[src/rtl/trip_pkg.sv]
package trip_pkg;

  typedef enum logic {
    LVL_LOW  = 1'b0,
    LVL_HIGH = 1'b1
  } trip_level_e;

  // true when the pin sits at the level the polarity selects
  function automatic logic at_level(input logic pin, input trip_level_e lvl);
    return (lvl == LVL_HIGH) ? pin : ~pin;
  endfunction

endpackage

[src/rtl/trip_filter.sv]
module trip_filter
  import trip_pkg::*;
#(
  parameter int FILT_W = 4
) (
  input  logic              clk,
  input  logic              rst_n,
  input  logic              pin,
  input  logic              en,
  input  logic              pol,
  input  logic [FILT_W-1:0] code,
  output logic              active,
  output logic              trip
);

  localparam logic [FILT_W-1:0] CNT_MAX = {FILT_W{1'b1}};

  logic [FILT_W-1:0] run_q;
  logic [FILT_W-1:0] run_d;
  logic [FILT_W-1:0] need;
  logic              run_upd;

  always_comb begin
    active  = en & at_level(pin, trip_level_e'(pol));
    need    = (code == '0) ? '0 : code - 1'b1;
    trip    = active & (run_q >= need);
    if (!active) begin
      run_d = '0;
    end else if (run_q == CNT_MAX) begin
      run_d = run_q;
    end else begin
      run_d = run_q + 1'b1;
    end
    run_upd = (run_d != run_q);
  end

  always_ff @(posedge clk or negedge rst_n) begin
    if (!rst_n) begin
      run_q <= '0;
    end else if (run_upd) begin
      run_q <= run_d;
    end
  end

  // a filtered trip needs the level to have been present one cycle earlier too
  a_r4_filter_run: assert property (@(posedge clk) disable iff (!rst_n)
    (trip && code > 1) |-> $past(active));

endmodule

[src/rtl/trip_latch.sv]
module trip_latch #(
  parameter int NUM_SRC = 2
) (
  input  logic               clk,
  input  logic               rst_n,
  input  logic [NUM_SRC-1:0] trip_vec,
  input  logic [NUM_SRC-1:0] active_vec,
  input  logic               set_req,
  input  logic [NUM_SRC-1:0] flag_clr,
  output logic               en_q,
  output logic [NUM_SRC-1:0] flags_q
);

  logic               any_trip;
  logic               any_active;
  logic               en_d;
  logic               en_upd;
  logic [NUM_SRC-1:0] flags_d;
  logic               flags_upd;

  always_comb begin
    any_trip   = |trip_vec;
    any_active = |active_vec;
    if (any_trip) begin
      en_d = 1'b0;
    end else if (set_req && !any_active) begin
      en_d = 1'b1;
    end else begin
      en_d = en_q;
    end
    en_upd    = (en_d != en_q);
    flags_d   = trip_vec | (flags_q & ~flag_clr);
    flags_upd = (flags_d != flags_q);
  end

  always_ff @(posedge clk or negedge rst_n) begin
    if (!rst_n) begin
      en_q <= 1'b0;
    end else if (en_upd) begin
      en_q <= en_d;
    end
  end

  always_ff @(posedge clk or negedge rst_n) begin
    if (!rst_n) begin
      flags_q <= '0;
    end else if (flags_upd) begin
      flags_q <= flags_d;
    end
  end

  // after a trip the latched enable is low
  a_r5_trip_drops_enable: assert property (@(posedge clk) disable iff (!rst_n)
    any_trip |=> !en_q);

  // a set request cannot raise the enable while a source is active
  a_r7_set_blocked: assert property (@(posedge clk) disable iff (!rst_n)
    (any_active && !en_q) |=> !en_q);

  genvar gi;
  generate
    for (gi = 0; gi < NUM_SRC; gi++) begin : g_flag_chk
      // a flag holds until it is cleared
      a_r6_flag_sticky: assert property (@(posedge clk) disable iff (!rst_n)
        (flags_q[gi] && !flag_clr[gi]) |=> flags_q[gi]);
      // a trip always leaves its flag set
      a_r6_trip_sets_flag: assert property (@(posedge clk) disable iff (!rst_n)
        trip_vec[gi] |=> flags_q[gi]);
    end
  endgenerate

endmodule

[src/rtl/outen_trip_guard.sv]
module outen_trip_guard #(
  parameter int NUM_SRC = 2,
  parameter int FILT_W  = 4
) (
  input  logic                      clk,
  input  logic                      rst_n,
  input  logic [NUM_SRC-1:0]        brk_pin,
  input  logic [NUM_SRC-1:0]        src_en,
  input  logic [NUM_SRC-1:0]        src_pol,
  input  logic [NUM_SRC*FILT_W-1:0] src_filt,
  input  logic                      en_set,
  input  logic [NUM_SRC-1:0]        flag_clr,
  output logic                      out_en,
  output logic [NUM_SRC-1:0]        trip_flag
);

  logic [NUM_SRC-1:0] trip_vec;
  logic [NUM_SRC-1:0] active_vec;
  logic               en_q;

  genvar gi;
  generate
    for (gi = 0; gi < NUM_SRC; gi++) begin : g_src
      trip_filter #(.FILT_W(FILT_W)) u_filt (
        .clk    (clk),
        .rst_n  (rst_n),
        .pin    (brk_pin[gi]),
        .en     (src_en[gi]),
        .pol    (src_pol[gi]),
        .code   (src_filt[gi*FILT_W +: FILT_W]),
        .active (active_vec[gi]),
        .trip   (trip_vec[gi])
      );
    end
  endgenerate

  trip_latch #(.NUM_SRC(NUM_SRC)) u_latch (
    .clk        (clk),
    .rst_n      (rst_n),
    .trip_vec   (trip_vec),
    .active_vec (active_vec),
    .set_req    (en_set),
    .flag_clr   (flag_clr),
    .en_q       (en_q),
    .flags_q    (trip_flag)
  );

  // a trip masks the enable in the same cycle
  assign out_en = en_q & ~(|trip_vec);

  // the enable only rises after a set request
  a_r9_rise_needs_set: assert property (@(posedge clk) disable iff (!rst_n)
    $rose(out_en) |-> $past(en_set));

  // a disabled source never trips
  a_r3_disabled_quiet: assert property (@(posedge clk) disable iff (!rst_n)
    (src_en == '0) |-> (out_en == en_q));

endmodule

[config.mk]
export PLATFORM = sky130hd
export DESIGN_NAME = outen_trip_guard
export DESIGN_NICKNAME = d
export VERILOG_FILES = /design/src/rtl/trip_pkg.sv /design/src/rtl/trip_filter.sv /design/src/rtl/trip_latch.sv /design/src/rtl/outen_trip_guard.sv
export SDC_FILE = /design/constraint.sdc
export NUM_CORES = 1
export LEC_CHECK = 0
export CAP_MARGIN = 15
export CORE_MARGIN = 2
export CORE_UTILIZATION = 35
export DETAILED_ROUTE_END_ITERATION = 12
export DONT_BUFFER_PORTS = 1
export PLACE_DENSITY = 0.52
export SLEW_MARGIN = 20
export SYNTH_ARGS = -nofsm -noshare
export SYNTH_HDL_FRONTEND = slang
export SYNTH_SLANG_ARGS = --single-unit
[constraint.sdc]
create_clock -name clk -period 3 [get_ports clk]
set_input_delay 0.75 -clock clk [delete_from_list [all_inputs] [get_ports clk]]
set_output_delay 0.75 -clock clk [all_outputs]
set_load 0.01 [all_outputs]
# Word-level counts from Yosys, hierarchy flattened
# Index checks and enable logic that the tools add are counted.
# W data, S select, Z words.
# word_totals
mem_bits_rw	0
inputBits	19
ff_bits	11
out_inout_bits	3
mem_bits_ro	0
n_memories	0
latchBits	0
# op_classes
addsub	4
div_mod_pow	0
n_bitwise	11
mux	10
n_shift	0
n_mul	0
n_eq_ne	6
order_cmp	2
n_reduce_logical	6
# ops
operator	n
$mux W4	6
$add A4 B1 Y4 const B	2
$eq A4 B4 Y1 const B	2
$ge A4 B4 Y1	2
$logic_not A4 Y1	2
$ne A4 B4 Y1	2
$sub A4 B1 Y4 const B	2
$and A1 B1 Y1	5
$mux W1	4
$reduce_or A2 Y1	2
$not A1 Y1	3
$and A2 B2 Y2	1
$ne A2 B2 Y1	1
$not A2 Y2	1
$or A2 B2 Y2	1
$logic_and A1 B1 Y1	1
$logic_not A1 Y1	1
$ne A1 B1 Y1	1

# Depth between registers and ports, before layout
# depth
depth_word	9
depth_mapped	8

# Hierarchy
# A second synthesis with hierarchy kept.
# unflattened
cells_unflattened	91
hier_area_um2	820.8
# modules_own_cells
mod	instances	area_each_um2	seq_area_each_um2	cells_each
trip_filter (g_src[0].u_filt)	1	350.3	100.1	40
trip_filter (g_src[1].u_filt)	1	336.6	100.1	40
trip_latch	1	121.4	75.1	10
outen_trip_guard	1	12.5	0.0	1

# Least setup slack after synthesis
# Ideal clock, no wire load.
# synth_timing
path_kind	input port to output port
start	input src_filt[1]
end	output out_en
cell_stages	8
arrival_time_ns	1.996
required_ns	2.250
setup_slack_ns	0.254
path_buffers	0
path_cell_list	or2_2 > nor3b_1 > a21oi_1 > ha_1 > o21ai_0 > o21a_1 > nor2_1 > nor2_1
# synth_between
elab_chain_cells	7
word_cells_on_any_way	8
# synth_rtl
item	line_no	source
start, declared	outen_trip_guard.sv:10	input logic [NUM_SRC*FILT_W-1:0] src_filt,
$sub A4 B1 Y4 / $logic_not A4 Y1 (equally long branches)	trip_filter.sv:25	need = (code == '0) ? '0 : code - 1'b1;
$mux W4 (*)	trip_filter.sv:25	
$ge A4 B4 Y1 (*)	trip_filter.sv:26	trip = active & (run_q >= need);
$and A1 B1 Y1 (*)	trip_filter.sv:26	
$reduce_or A2 Y1 (*)	outen_trip_guard.sv:49	assign out_en = en_q & ~(|trip_vec);
$not A1 Y1 (*)	outen_trip_guard.sv:49	
$and A1 B1 Y1 (*)	outen_trip_guard.sv:49	
end, declared	outen_trip_guard.sv:13	output logic out_en,
# Every way passes the cells marked *; elsewhere a longest branch is shown, timed or not.

# Worst setup path in the final report
# Same ends and word-level chain as after synthesis.

==> impl_summary.md <==
Place
The congestion estimate from routability-driven global placement came to 0.677. The count of buffers inserted at the top-level ports is 0. The post-detailed-placement half-perimeter wirelength is 1.18 mm.

Pwr
The total power density per cell area is 379 mW/mm². The cell leakage power is 0.392 nW. The total design power is 0.325 mW. The share of total power in combinational logic is 17.2%. Net switching is 28.4% of the power. The total net switching power is 0.0922 mW. In this run, the clock network consumes 31.8% of the power. The maximum resistive drop on vdd is 0.140 mV. The internal power of the cells totals 0.233 mW. The power share of the sequential group is 51.0%.

Route
The length of routed met2 wiring is 627 µm. The wire length after detailed routing is 1.43 mm. Using the TritonRoute via totals, the vias-per-cell ratio works out to 5.40. In this run the remaining antenna-violating nets after routing total 0. In the final routed layout, each cell accounts on average for 11.6 µm. The first routing iteration left 4 violations. In this run the top signal layer used is met4.

Detailed routing inserted a total of 664 vias. Detailed routing placed a total of 88 µm of wire on met3. The residual DRC count is 0. The routed metal-1 wirelength is 695 µm. For this run, the detailed router's first-pass iteration total came to 4.

Synth
The number of flops mapped to enable cells by yosys is 0. The synthesis warning total is 0. The number of synthesized register bits is 11. Ranked by total cell area, the synthesized netlist is headed by sky130_fd_sc_hd__dfrtp_1 35%, sky130_fd_sc_hd__ha_1 16%, sky130_fd_sc_hd__nor2_1 8.1%.

After synthesis the cells add up to 792 µm². The most used flip-flop cell after synthesis is sky130_fd_sc_hd__dfrtp_1. In the post-synthesis netlist, the cell with the most instances is sky130_fd_sc_hd__nor2_1. The number of nets handed over by synthesis was 120. After synthesis, the share of flip-flops with an asynchronous set or reset is 100%. Of the post-synthesis cell area, the dominant cell type holds 34.8%. Counting instances in the post-synthesis netlist gives the leading cell types as 17 x sky130_fd_sc_hd__nor2_1, 11 x sky130_fd_sc_hd__dfrtp_1, 10 x sky130_fd_sc_hd__ha_1.

After technology mapping, the gate count stands at 91. The share of the Yosys chip area taken by registers is 34.8%. The largest total area in the synthesized netlist belongs to sky130_fd_sc_hd__dfrtp_1. The post-synthesis area per instance is 8.70 µm². The netlist uses 25 different library cells.

Clock network
The TritonCTS buffer count is 3. TritonCTS built the clock tree. Hold repair after CTS inserted 0 buffers. The CTS clock-pin slew for the worst setup and hold paths is 0.09 ns.

The deepest clock path buffer count is 2. The clock net in this run drives a total of 11 sinks. CTS built an H-tree with a depth of 1. The later pin in the worst-skew pair is clocked with a latency of 0.27 ns. The root buffer cell is sky130_fd_sc_hd__clkbuf_4.

Critical path
In this run the worst path has a maximum fanout of 4. Broken down by cell family, the worst path's largest delay share belongs to simple AND/OR/NAND/NOR gates. On the worst path, the slowest cell contributes a delay of 0.30 ns. Counting both buffers and inverters, the worst setup path holds a total of 0. The critical setup path kind is in2out.

The signal on the critical path passes through or2_2, nor3b_1, a21oi_1, ha_1, o21ai_0, o21a_1, nor2_1, nor2_2. The worst setup path is captured at an output pin. For the worst setup path, the data required time is 2.25 ns. The cell with the largest stage delay on the worst path is sky130_fd_sc_hd__or2_2.

The kind of start point of the critical path is an input port. For the worst setup path, the data arrival time is 2.08 ns.

Global route
For this run the aggregate overflow at the end of global routing stands at 0. The combined global-route utilization of all metal layers is 13.0%. The number of antenna violations at the first check in global routing was 0.

Entering global routing, the biggest net connects 12 pins. The number of global-route vias before repair came to 618. The global-route wire length before repair is 2.55 mm.

Timing
For the pin with the worst max-slew slack, the measured transition is 0.305 ns. Dividing the final minimum period by the clock period gives 94.3%. Timing would allow up to 353 MHz. The setup violation total in the final timing report is 0. Setup total negative slack on the finished layout was measured at 0 ns. Setup repair after global routing left no endpoint under its margin. The count of final hold-check violations came to 0. The max-slew violation total from the final report was 0.

The worst slew slack as a fraction of its limit is 79.5%. The routed design could run at a clock period as short as 2.83 ns. The largest clock skew in the final design is 0.0144 ns.

Die
In this run the count of I/O pins placed on the die edge is 22. The number of core rows is 17. The core region area is 0.00217 mm². The die covers 0.00266 mm². Once the floorplan was initialized, standard cells occupied 36.5% of the core. The width of the die is 51.6 µm.

The die height is 51.6 µm.

Cells and area
The fraction of final layout cells sized beyond drive strength 1 is 6.32%. The utilization after layout is 39.5%. The diode insertion count for antenna repair is 0.

The number of nets in the final layout is 125. The signed area change from the synthesized netlist to the final layout is 8.21%.

Min path
The class of the most critical hold timing path is in2async.

Flow run
The reported max-cap violation count is 0.

Run status
The run finished with clean final reports.
metal layers:
layer	track usage (%)	vias up
li1	-	335
met1	16.1	313
met2	20.5	14
met3	4.89	2
met4	5.26	0
met5	0	-
what timing repair did:
item	in CTS	in global routing
setup endpoints to repair	0	1
setup buffers	0	0
resized for setup	0	1
hold endpoints to repair	0	0
metrics by stage:
stage,cells,hold WS [ns],area [µm²],setup slack [ns]
floorplan,91,0.454,792,0.254
global placement,119,0.455,827,0.154
detailed placement,119,0.455,827,0.115
CTS,123,0.147,855,0.118
global route,123,0.132,857,0.0273
finish,123,0.159,857,0.171
cells in the final DEF (no fill, tap or decap), types with 2 or more instances in the layout:
cell | netlist | final
sky130_fd_sc_hd__xnor2_1 | 4 | 4
sky130_fd_sc_hd__o21a_1 | 2 | 2
sky130_fd_sc_hd__clkbuf_4 | 0 | 3
sky130_fd_sc_hd__nor2_1 | 17 | 16
sky130_fd_sc_hd__dfrtp_1 | 11 | 11
sky130_fd_sc_hd__nand3_1 | 7 | 7
sky130_fd_sc_hd__nand2_1 | 4 | 4
sky130_fd_sc_hd__inv_1 | 5 | 5
sky130_fd_sc_hd__nor3_1 | 5 | 5
sky130_fd_sc_hd__mux2i_1 | 3 | 3
sky130_fd_sc_hd__a21oi_1 | 3 | 3
sky130_fd_sc_hd__a31oi_1 | 3 | 3
sky130_fd_sc_hd__nor3b_1 | 3 | 3
sky130_fd_sc_hd__o211ai_1 | 2 | 2
sky130_fd_sc_hd__ha_1 | 10 | 10
sky130_fd_sc_hd__o31ai_1 | 2 | 2
worst register-to-register path: stages, from the launching register on:
cell	delay, ns
sky130_fd_sc_hd__dfrtp_1	0.45
sky130_fd_sc_hd__ha_1	0.33
sky130_fd_sc_hd__a21o_1	0.18
sky130_fd_sc_hd__a31oi_1	0.20
sky130_fd_sc_hd__o21bai_1	0.10
sky130_fd_sc_hd__a32o_1	0.26
power groups by stage:
| stage | Sequential [mW] | Clock (mW) | Combinational, mW |
|---|---|---|---|
| detailed placement | 0.169 | 0 | 0.0561 |
| global placement | 0.169 | 0 | 0.0549 |
| finish | 0.166 | 0.103 | 0.0558 |
| global route | 0.167 | 0.119 | 0.0663 |
| floorplan | 0.167 | 0 | 0.0471 |
| CTS | 0.166 | 0.110 | 0.0564 |
kinds of logic (layout without fill, tap and decap cells):
family	Yosys count	after routing	synth area share (%)
adders and majority gates	10	10	15.8
DFF	11	11	34.8
xor gates and xnor gates	4	4	4.42
buffers and inverters	5	9	2.37
and+or+nand+nor	39	39	22.7
AOI/OAI and AO/OA	19	19	16.1
muxes	3	3	3.79
final timing paths:
check,from,end,slack (ns),depth (start not counted)
hold / removal,rst_n,g_src[1].u_filt.run_q[0]$_DFFE_PN0P_,0.16,0
max in group asynchronous,rst_n,g_src[1].u_filt.run_q[1]$_DFFE_PN0P_,2.75,0
hold reg to reg,g_src[1].u_filt.run_q[3]$_DFFE_PN0P_,g_src[1].u_filt.run_q[3]$_DFFE_PN0P_,0.55,1
setup / recovery,src_filt[1],out_en,0.17,8
min in group clk,g_src[1].u_filt.run_q[3]$_DFFE_PN0P_,g_src[1].u_filt.run_q[3]$_DFFE_PN0P_,0.55,1
setup reg to reg,g_src[1].u_filt.run_q[2]$_DFFE_PN0P_,u_latch.flags_q[1]$_DFFE_PN0P_,1.38,5
cell type report:
| cell class | count | area (µm²) |
|---|---|---|
| fill | 233 | 1310 |
| multi-input combinational | 75 | 500 |
| sequential | 11 | 275 |
| tap | 28 | 35.0 |
| clock buffer | 3 | 22.5 |
| inverter | 5 | 18.8 |
| clock inverter | 1 | 5.00 |
sequential cells by signal, summed over array words and instances (netlist names):
name	flops
g_src.u_filt.run_q	8
u_latch.flags_q	2
u_latch.en_q	1
No activity file was read; power rests on OpenSTA's default activity.
